===== config.mk =====
export PLATFORM = sky130hd
export DESIGN_NAME = disp_i2c_rx
export DESIGN_NICKNAME = d
export VERILOG_FILES = /design/src/rtl/disp_i2c_rx_pkg.sv /design/src/rtl/bus_cond_detect.sv /design/src/rtl/rx_shifter.sv /design/src/rtl/disp_i2c_rx.sv
export SDC_FILE = /design/constraint.sdc
export NUM_CORES = 1
export LEC_CHECK = 0
export BUFFER_PORTS_ARGS = -buffer_cell sky130_fd_sc_hd__buf_2
export CAP_MARGIN = 0
export CORE_ASPECT_RATIO = 0.6
export CORE_MARGIN = 4
export CORE_UTILIZATION = 55
export DETAILED_ROUTE_END_ITERATION = 12
export GPL_TIMING_DRIVEN = 0
export PLACE_DENSITY = 0.77
export SLEW_MARGIN = 20
export SYNTH_ARGS = -nofsm -noshare
export SYNTH_HDL_FRONTEND = slang
export SYNTH_SLANG_ARGS = --single-unit

===== constraint.sdc =====
create_clock -name clk -period 2.1 [get_ports clk]
set_input_delay 0.42 -clock clk [delete_from_list [all_inputs] [get_ports clk]]
set_output_delay 0.42 -clock clk [all_outputs]
set_load 0.005 [all_outputs]

===== src/rtl/disp_i2c_rx_pkg.sv =====
package disp_i2c_rx_pkg;
  typedef enum logic [2:0] {
    ST_IDLE,
    ST_ADDR,
    ST_DATA,
    ST_ACK,
    ST_SKIP
  } rx_state_e;
endpackage


===== src/rtl/bus_cond_detect.sv =====
module bus_cond_detect (
  input  logic clk,
  input  logic rst,
  input  logic scl_in,
  input  logic sda_in,
  output logic scl_lvl,
  output logic sda_lvl,
  output logic scl_rise,
  output logic scl_fall,
  output logic start_ev,
  output logic stop_ev
);
  logic scl_prev, sda_prev;

  always_ff @(posedge clk) begin
    if (rst) begin
      scl_lvl  <= 1'b1;
      sda_lvl  <= 1'b1;
      scl_prev <= 1'b1;
      sda_prev <= 1'b1;
    end else begin
      scl_lvl  <= scl_in;
      sda_lvl  <= sda_in;
      scl_prev <= scl_lvl;
      sda_prev <= sda_lvl;
    end
  end

  assign scl_rise = scl_lvl & ~scl_prev;
  assign scl_fall = ~scl_lvl & scl_prev;
  assign start_ev = scl_lvl & scl_prev & sda_prev & ~sda_lvl;
  assign stop_ev  = scl_lvl & scl_prev & ~sda_prev & sda_lvl;
endmodule


===== src/rtl/rx_shifter.sv =====
module rx_shifter #(
  parameter int BYTE_W = 8,
  localparam int CW = $clog2(BYTE_W + 1)
) (
  input  logic              clk,
  input  logic              rst,
  input  logic              clr,
  input  logic              shift_en,
  input  logic              bit_in,
  output logic [BYTE_W-1:0] data,
  output logic              full,
  output logic              last_shift
);
  logic [CW-1:0] count;

  always_ff @(posedge clk) begin
    if (rst || clr) begin
      count <= '0;
      data  <= '0;
    end else if (shift_en && !full) begin
      count <= count + 1'b1;
      data  <= {data[BYTE_W-2:0], bit_in};
    end
  end

  assign full       = (count == CW'(BYTE_W));
  assign last_shift = shift_en && (count == CW'(BYTE_W - 1));
endmodule


===== src/rtl/disp_i2c_rx.sv =====
module disp_i2c_rx
  import disp_i2c_rx_pkg::*;
#(
  parameter int          BYTE_W      = 8,
  parameter int          PREFIX_W    = 6,
  parameter logic [5:0]  ADDR_PREFIX = 6'b011111
) (
  input  logic              clk,
  input  logic              rst,
  input  logic              scl_in,
  input  logic              sda_in,
  input  logic              addr_strap,
  input  logic              ack_req,
  input  logic              busy,
  output logic              sda_pull,
  output logic              scl_pull,
  output logic              byte_valid,
  output logic [BYTE_W-1:0] byte_data,
  output logic              first_byte,
  output logic              xfer_end
);
  localparam int ADDR_W = PREFIX_W + 1;

  logic scl_lvl, sda_lvl, scl_rise, scl_fall, start_ev, stop_ev;
  logic sh_clr, sh_en, sh_full, sh_last;
  logic [BYTE_W-1:0] sh_data;
  rx_state_e state;
  logic selected, first_pend, addr_hit;

  bus_cond_detect u_cond (
    .clk(clk), .rst(rst), .scl_in(scl_in), .sda_in(sda_in),
    .scl_lvl(scl_lvl), .sda_lvl(sda_lvl), .scl_rise(scl_rise),
    .scl_fall(scl_fall), .start_ev(start_ev), .stop_ev(stop_ev)
  );

  assign sh_en  = scl_rise && (state == ST_ADDR || state == ST_DATA);
  assign sh_clr = start_ev || stop_ev || (scl_fall && state == ST_ACK);

  rx_shifter #(.BYTE_W(BYTE_W)) u_shift (
    .clk(clk), .rst(rst), .clr(sh_clr), .shift_en(sh_en), .bit_in(sda_lvl),
    .data(sh_data), .full(sh_full), .last_shift(sh_last)
  );

  // Address byte: prefix, strapped bit, then R/W which must be write (0)
  assign addr_hit = (sh_data[BYTE_W-1 -: ADDR_W] == {ADDR_PREFIX[PREFIX_W-1:0], addr_strap})
                    && !sh_data[0];

  always_ff @(posedge clk) begin
    if (rst) begin
      state      <= ST_IDLE;
      selected   <= 1'b0;
      first_pend <= 1'b0;
      sda_pull   <= 1'b0;
      scl_pull   <= 1'b0;
      byte_valid <= 1'b0;
      byte_data  <= '0;
      first_byte <= 1'b0;
      xfer_end   <= 1'b0;
    end else begin
      byte_valid <= 1'b0;
      xfer_end   <= 1'b0;
      if (scl_pull && !busy) scl_pull <= 1'b0;
      if (stop_ev) begin
        state    <= ST_IDLE;
        sda_pull <= 1'b0;
        scl_pull <= 1'b0;
        xfer_end <= selected;
        selected <= 1'b0;
      end else if (start_ev) begin
        state      <= ST_ADDR;
        sda_pull   <= 1'b0;
        scl_pull   <= 1'b0;
        selected   <= 1'b0;
        first_pend <= 1'b0;
      end else begin
        unique case (state)
          ST_ADDR: begin
            if (scl_fall && sh_full) begin
              if (addr_hit) begin
                state      <= ST_ACK;
                sda_pull   <= 1'b1;
                selected   <= 1'b1;
                first_pend <= 1'b1;
              end else begin
                state <= ST_SKIP;
              end
            end
          end
          ST_DATA: begin
            if (sh_last) begin
              byte_valid <= 1'b1;
              byte_data  <= {sh_data[BYTE_W-2:0], sda_lvl};
              first_byte <= first_pend;
              first_pend <= 1'b0;
            end
            if (scl_fall && sh_full) begin
              state    <= ST_ACK;
              sda_pull <= ack_req;
            end
          end
          ST_ACK: begin
            if (scl_fall) begin
              state    <= ST_DATA;
              sda_pull <= 1'b0;
              scl_pull <= busy;
            end
          end
          default: ;
        endcase
      end
    end
  end

  // ---------------- assertions ----------------
  assert_ack_starts_low_R2: assert property (@(posedge clk) disable iff (rst)
    $rose(sda_pull) |-> !scl_lvl);
  assert_ack_release_R7: assert property (@(posedge clk) disable iff (rst)
    (sda_pull && scl_fall && !start_ev && !stop_ev) |=> !sda_pull);
  assert_skip_silent_R3: assert property (@(posedge clk) disable iff (rst)
    (state == ST_SKIP) |-> (!sda_pull && !byte_valid));
  assert_stretch_cause_R8: assert property (@(posedge clk) disable iff (rst)
    $rose(scl_pull) |-> $past(busy));
  assert_stretch_release_R8: assert property (@(posedge clk) disable iff (rst)
    (scl_pull && !busy) |=> !scl_pull);
  assert_valid_pulse_R5: assert property (@(posedge clk) disable iff (rst)
    byte_valid |=> !byte_valid);
  assert_end_pulse_R1: assert property (@(posedge clk) disable iff (rst)
    xfer_end |=> !xfer_end);
endmodule


==> impl_metrics.json, run 1 <==
{
  "fillCellCount": 175,
  "slew-limit-headroom": 0.654,
  "min_path_cells": 2,
  "cts_max_path_buffers": 2,
  "cell_internal_pwr_w": 0.000934,
  "fraction_of_power_consumed_by_the_clock_network": 0.407,
  "combinationalPowerShare": 0.040,
  "number_of_h_tree_levels": 2,
  "max-vdd-ir-drop_uv": 398,
  "place.port_buffers": 18,
  "initial_core_util": 0.613,
  "final-max-slew-violation-count": 0,
  "critical_path_peak_fanout": 10,
  "share_seq_of_total_power": 0.553,
  "static-leakage-power_nw": 0.792,
  "detail_route.drc_violations": 0,
  "tritoncts_clock_tree": "done",
  "worstSetupPathType": "reg2reg",
  "critical_path_arrival_ps": 1860,
  "finalHoldViolCount": 0,
  "critPathCaptureType": "flop",
  "setup-violations-final": 0,
  "power_switching_share": 0.214,
  "hp-start": "scl_in",
  "postRouteWirelength_mm": 2.75,
  "cts_resized": 0,
  "netSwitchingPower_w": 0.000254,
  "number_of_nets_at_the_end_of_the_flow": 173,
  "yosysWarningCount": 0,
  "placer_congestion": 0.866,
  "die_x_um": 73.3,
  "cts.sink_count": 34,
  "cts-buffers-inserted": 5,
  "worstReg2RegEnd": "byte_data[0]",
  "instance_area_after_placement_sq_mm": 0.00153,
  "r2r-start": "u_shift.count[1]",
  "ios": 20,
  "detail_route.first_pass.iterations": 4,
  "seq_area_frac_synth": 0.484,
  "timing_worst_slew_pin_value_ps": 517,
  "finalSetupTns_ps": 0,
  "r2r_setup_slack_ps": 400,
  "drtIter0Drc": 56,
  "crit_required_ps": 2260,
  "drt.antenna.violating_nets": 0,
  "fin_skew_ps": 3.46,
  "drive_gt1_frac": 0.218,
  "cellPowerDensity_mw_per_mm2": 731,
  "grt_antenna_before_repair": 0,
  "globalRouteOverflowTotal": 0,
  "rsz0062_at_grt": "false",
  "number_of_global_route_vias_before_repair": 995,
  "crit_path_start_kind": "flop",
  "critical_path.slowest_cell": "sky130_fd_sc_hd__or4b_4",
  "syn-num-nets": 148,
  "wire_per_inst_um": 14.1,
  "die-area_sq_mm": 0.00346,
  "final_core_util": 0.709,
  "via_per_inst": 5.55,
  "fmax_ghz": 0.587,
  "maxCapViolCount": 0,
  "status": "finished, final reports clean",
  "worst_hold_path_endpoint": "u_cond.scl_lvl",
  "critical_path.max_stage_delay_ps": 520,
  "syn-mean-instance-area_sq_um": 10.1,
  "grt_pass1_wl_mm": 4.52,
  "finish.instance_area_sq_mm": 0.00163,
  "die_height_um": 47.2,
  "syn_inst": 139,
  "worst_skew_pair.late_latency_ps": 290,
  "fp.coreArea_sq_mm": 0.00229,
  "place_hpwl_mm": 2.09,
  "area.growth.synth_to_final_pct": 15.6,
  "grt_start_max_net_pins": 11,
  "synthesis.area_sq_mm": 0.00141,
  "diodes": 0,
  "final_worst_hold_slack_ps": 314,
  "synth_cell_type_count": 35,
  "ys_ff_latch": 34,
  "path_clk_slew_ps": 60,
  "hold_path.class": "in2reg",
  "finalCriticalPeriod_ps": 1700,
  "period_utilisation_layout": 0.811,
  "clockRootBuffer": "sky130_fd_sc_hd__clkbuf_8",
  "detailroute.via_count": 1083,
  "post-cts-setup-buffers": 0,
  "std_cell_rows": 13,
  "path_cells": "ha_1 > nand4bb_1 > or4b_4 > buf_6 > mux2i_1 > nor2_1",
  "cts_hold_repair.buffers": 0,
  "track_usage": 0.184,
  "rr_worst_depth": 6
}
-- cell type report --
cell class / instances / area, sq um / share of cell area
clock inverter: 1 / 5.00 / 0.00308
tap: 30 / 37.5 / 0.0231
buffer: 7 / 43.8 / 0.0269
inverter: 4 / 15.0 / 0.00924
clock buffer: 7 / 86.3 / 0.0531
multi-input combinational: 94 / 667 / 0.410
timing repair buffer: 18 / 90.1 / 0.0554
sequential: 34 / 681 / 0.419
-- power groups by stage --
stage                     combinational [W]  clock (W)  sequential, W
after global placement            0.0000456          0       0.000671
final                             0.0000473   0.000484       0.000657
after detailed placement          0.0000469          0       0.000671
after floorplan                   0.0000342          0       0.000669
after global routing              0.0000516   0.000531       0.000657
after CTS                         0.0000470   0.000502       0.000657
-- through the flow --
step / cells / setup WS (ps) / power [W]
2_1_floorplan: 139 / 542 / 0.000703
3_3_place_gp: 187 / 366 / 0.000716
3_5_place_dp: 187 / 318 / 0.000718
4_1_cts: 195 / 395 / 0.00121
5_1_grt: 195 / 258 / 0.00124
6_report: 195 / 396 / 0.00119
-- how the worst max path moves through the flow --
stage	startpoint	end	slack, ps	cells after the start
after floorplan	addr_strap	sda_pull	540	4
after global routing	u_shift.count[1]	byte_data[3]	260	6
after global placement	addr_strap	sda_pull	370	5
after CTS	u_shift.count[1]	byte_data[5]	390	6
after detailed placement	addr_strap	sda_pull	320	5
final	u_shift.count[1]	byte_data[0]	400	6
-- cells in the mapped netlist --
cell type / n / share of area
sky130_fd_sc_hd__xnor2_1: 1 / 0.0062
sky130_fd_sc_hd__o21ai_0: 1 / 0.0036
sky130_fd_sc_hd__dfxtp_1: 34 / 0.48
sky130_fd_sc_hd__nor3_1: 1 / 0.0036
sky130_fd_sc_hd__buf_6: 2 / 0.016
sky130_fd_sc_hd__a211oi_1: 1 / 0.0053
sky130_fd_sc_hd__o211a_1: 1 / 0.0071
sky130_fd_sc_hd__nand2b_1: 1 / 0.0045
sky130_fd_sc_hd__and4b_1: 2 / 0.014
sky130_fd_sc_hd__nand4_1: 1 / 0.0045
sky130_fd_sc_hd__nor3b_1: 3 / 0.016
sky130_fd_sc_hd__a21boi_0: 1 / 0.0053
sky130_fd_sc_hd__clkbuf_1: 3 / 0.0080
sky130_fd_sc_hd__nor2_1: 25 / 0.067
sky130_fd_sc_hd__and3b_1: 1 / 0.0062
sky130_fd_sc_hd__or4_4: 1 / 0.0080
sky130_fd_sc_hd__xor2_1: 5 / 0.031
sky130_fd_sc_hd__nand3_1: 3 / 0.011
sky130_fd_sc_hd__inv_1: 4 / 0.011
sky130_fd_sc_hd__nand4b_1: 2 / 0.012
sky130_fd_sc_hd__nand3b_1: 1 / 0.0053
sky130_fd_sc_hd__o31ai_1: 1 / 0.0053
sky130_fd_sc_hd__mux2i_1: 18 / 0.13
sky130_fd_sc_hd__buf_2: 2 / 0.0071
sky130_fd_sc_hd__a31oi_1: 2 / 0.0089
sky130_fd_sc_hd__o21a_1: 2 / 0.011
sky130_fd_sc_hd__nand2_1: 4 / 0.011
sky130_fd_sc_hd__nor4bb_1: 1 / 0.0071
sky130_fd_sc_hd__or4b_4: 1 / 0.0098
sky130_fd_sc_hd__and3_1: 1 / 0.0045
sky130_fd_sc_hd__or2_2: 4 / 0.018
sky130_fd_sc_hd__ha_1: 2 / 0.018
sky130_fd_sc_hd__a21oi_1: 3 / 0.011
sky130_fd_sc_hd__o221a_2: 1 / 0.0080
sky130_fd_sc_hd__nand4bb_1: 3 / 0.024
-- worst max-delay path: cells and delay by family, from the launching register on --
family	cells	cell delay (ps)
muxes	1	160
DFF	1	370
and+or+nand+nor	3	690
buffers and inverters	1	170
adders and majority gates	1	190
-- sequential cells by signal, indices dropped and copies added, names as in the netlist --
register,count
byte_data,8
u_shift.data,8
u_shift.count,4
state,3
byte_valid,1
first_byte,1
first_pend,1
scl_pull,1
sda_pull,1
selected,1
u_cond.scl_lvl,1
u_cond.scl_prev,1
u_cond.sda_lvl,1
u_cond.sda_prev,1
xfer_end,1
-- kinds of logic after synthesis --
logic type / after synthesis / synth area share
AOI/OAI and AO/OA: 13 / 0.0649
xor gates and xnor gates: 6 / 0.0374
adders and majority gates: 2 / 0.0178
buffers and inverters: 11 / 0.0418
DFF: 34 / 0.484
muxes: 18 / 0.128
and+or+nand+nor: 55 / 0.226
-- cells in the final DEF (no fill, tap or decap), drive strengths merged, types with 3 or more instances in the layout --
master    n
nand3     3
a21oi     3
dfxtp    34
mux2i    18
clkbuf   10
or2       4
nand2     4
xor2      5
nor3b     3
nor2     25
inv       4
buf      22
nand4bb   3
-- layer usage --
metal | vias to the layer above | track usage | part of all wire
li1 | 537 | - | -
met1 | 501 | 0.228 | 0.47
met2 | 37 | 0.279 | 0.42
met3 | 8 | 0.0662 | 0.081
met4 | 0 | 0.110 | 0.021
met5 | - | 0 | 0
No activity file was read; power rests on OpenSTA's default activity.
==> run 2, diff against run 1 <==
Settings changed: CORE_UTILIZATION 55 to 49, PLACE_DENSITY 0.77 to 0.73.
Clock period 2.1 ns to 1.55 ns, I/O delays scaled along.
==> impl_metrics.json, run 2 (synthesis gave the netlist of run 1 again) <==
{
  "drive_gt1_frac": 0.358,
  "finalHoldViolCount": 0,
  "reg.largest.list": "byte_data x8, u_shift.data x8, u_shift.count x4",
  "crit_path_start_kind": "flop",
  "worstReg2RegEnd": "byte_data[7]",
  "slew-limit-headroom": 0.708,
  "critPathCaptureType": "flop",
  "status": "finished with violations",
  "share_seq_of_total_power": 0.503,
  "critical_path_arrival_ps": 1840,
  "number_of_nets_at_the_end_of_the_flow": 174,
  "cell_internal_pwr_w": 0.00142,
  "worstSetupPathType": "reg2reg",
  "crit_required_ps": 1710,
  "drtIter0Drc": 77,
  "power_switching_share": 0.202,
  "number_of_h_tree_levels": 2,
  "hp-start": "sda_in",
  "netSwitchingPower_w": 0.000359,
  "diodes": 0,
  "setup-violations-final": 10,
  "maxCapViolCount": 0,
  "total_power_w": 0.00178,
  "globalRouteMet3Util": 0.0582,
  "area.growth.synth_to_final_pct": 27.2,
  "r2r_setup_slack_ps": -140,
  "finish.instance_area_sq_mm": 0.00179,
  "globalRoute.busiestLayer": "met2",
  "path_clk_slew_ps": 70,
  "fp.coreArea_sq_mm": 0.00263,
  "critical_path.top_delay_family": "simple AND/OR/NAND/NOR gates",
  "period_utilisation_layout": 1.09,
  "std_cell_rows": 14,
  "fmax_ghz": 0.593,
  "mostFrequentLayoutCells": "sky130_fd_sc_hd__dfxtp_1 (26), sky130_fd_sc_hd__nor2_1 (25), sky130_fd_sc_hd__mux2i_1 (18), sky130_fd_sc_hd__buf_2 (18)",
  "track_usage": 0.159,
  "placer_congestion": 0.932,
  "initial_core_util": 0.535,
  "cellPowerDensity_mw_per_mm2": 996,
  "static-leakage-power_nw": 0.832,
  "number_of_global_route_vias_before_repair": 1017,
  "final-max-slew-violation-count": 0,
  "wire_per_inst_um": 15.0,
  "postRouteWirelength_mm": 2.96,
  "place.port_buffers": 18,
  "path_cells": "ha_4 > nand4bb_1 > or4b_4 > clkbuf_16 > mux2i_1 > nor2_1",
  "critical_path_peak_fanout": 5,
  "final_core_util": 0.681,
  "tritoncts_clock_tree": "done",
  "ios": 20,
  "timing_worst_slew_pin_value_ps": 439,
  "cts_hold_repair.buffers": 0,
  "worst_skew_pair.late_latency_ps": 280,
  "hold_path.class": "in2reg",
  "grt_antenna_before_repair": 0,
  "worst_hold_path_endpoint": "u_cond.sda_lvl",
  "instance_area_after_placement_sq_mm": 0.00154,
  "min_path_cells": 2,
  "globalRouteOverflowTotal": 0,
  "grt_pass1_wl_mm": 4.75,
  "detail_route.first_pass.iterations": 4,
  "finalCriticalPeriod_ps": 1690,
  "cts_max_path_buffers": 2,
  "layout_commonest_cell": "sky130_fd_sc_hd__dfxtp_1",
  "fraction_of_power_consumed_by_the_clock_network": 0.460,
  "drt.antenna.violating_nets": 0,
  "worst_slack_ps": -136,
  "cts-buffers-inserted": 5,
  "critical_path.max_stage_delay_ps": 560,
  "combinationalPowerShare": 0.037,
  "failed_checks": "setup timing",
  "via_per_inst": 5.44,
  "cts.sink_count": 34,
  "die-area_sq_mm": 0.00382,
  "fin_skew_ps": 3.13,
  "die_x_um": 77.2,
  "detail_route.drc_violations": 0,
  "die_height_um": 49.5,
  "groute.layer.met2.usage": 0.236,
  "place_hpwl_mm": 1.97,
  "critical_path.slowest_cell": "sky130_fd_sc_hd__or4b_4",
  "rsz0062_at_grt": "true",
  "detailroute.via_count": 1071,
  "grt_start_max_net_pins": 11,
  "cp.buffers_inverters": 1,
  "r2r-start": "u_shift.count[0]",
  "grtUsageMet1": 0.210,
  "rr_worst_depth": 6,
  "clockRootBuffer": "sky130_fd_sc_hd__clkbuf_8",
  "max-vdd-ir-drop_uv": 853
}
-- run 2: cell types whose count changed in the layout (fill, tap and decap cells not counted), moves of 2 or more --
cell	delta
sky130_fd_sc_hd__dfxtp_2	+6
sky130_fd_sc_hd__nor3b_1	-2
sky130_fd_sc_hd__dfxtp_1	-8
sky130_fd_sc_hd__nor3b_2	+2
sky130_fd_sc_hd__buf_2	-2
sky130_fd_sc_hd__buf_6	-2
sky130_fd_sc_hd__clkbuf_1	-2
sky130_fd_sc_hd__buf_4	+3
sky130_fd_sc_hd__dfxtp_4	+2
sky130_fd_sc_hd__ha_1	-2
-- run 2: worst max path at each step --
stage,from,to,slack (ps),cells past startpoint
floorplan,u_shift.count[1],byte_data[0],5,6
global placement,addr_strap,sda_pull,-140,5
detailed placement,addr_strap,sda_pull,-160,5
CTS,u_shift.count[1],byte_data[3],-100,6
global route,u_shift.count[0],byte_data[0],-170,6
finish,u_shift.count[0],byte_data[7],-140,6
-- run 2: metal layers --
metal | share of wire | vias to the layer above
met4 | 0.018 | 0
li1 | - | 529
met2 | 0.43 | 31
met1 | 0.49 | 503
met5 | 0 | -
met3 | 0.064 | 8
-- run 2: timing repair --
action	CTS	global route
cloned	0	1
setup buffers	1	0
resized for setup	11	22
pin swaps	3	2
setup endpoints to repair	21	26
-- run 2: cell type report --
class                           count  area (sq um)
Fill cell                         203           838
Timing Repair Buffer               20           123
Clock buffer                        6          82.6
Inverter                            4          15.0
Clock inverter                      1          30.0
Tap cell                           32          40.0
Buffer                              6          47.5
Multi-Input combinational cell     94           756
Sequential cell                    34           696
-- run 2: stage by stage --
step	setup WS (ps)	hold slack, ps	cells	setup TNS [ps]
finish	-136	202	197	-1040
floorplan	4.57	414	139	0
CTS	-97.6	199	197	-792
detailed placement	-163	455	189	-2660
global route	-166	199	197	-1440
global placement	-145	443	189	-2240
-- run 2: power by group through the flow --
stage / Clock, W / Sequential [W] / Combinational, W
6_report: 0.000820 / 0.000896 / 0.0000662
5_1_grt: 0.000875 / 0.000896 / 0.0000735
4_1_cts: 0.000836 / 0.000890 / 0.0000670
3_5_place_dp: 0 / 0.000909 / 0.0000631
3_3_place_gp: 0 / 0.000909 / 0.0000615
2_1_floorplan: 0 / 0.000906 / 0.0000464
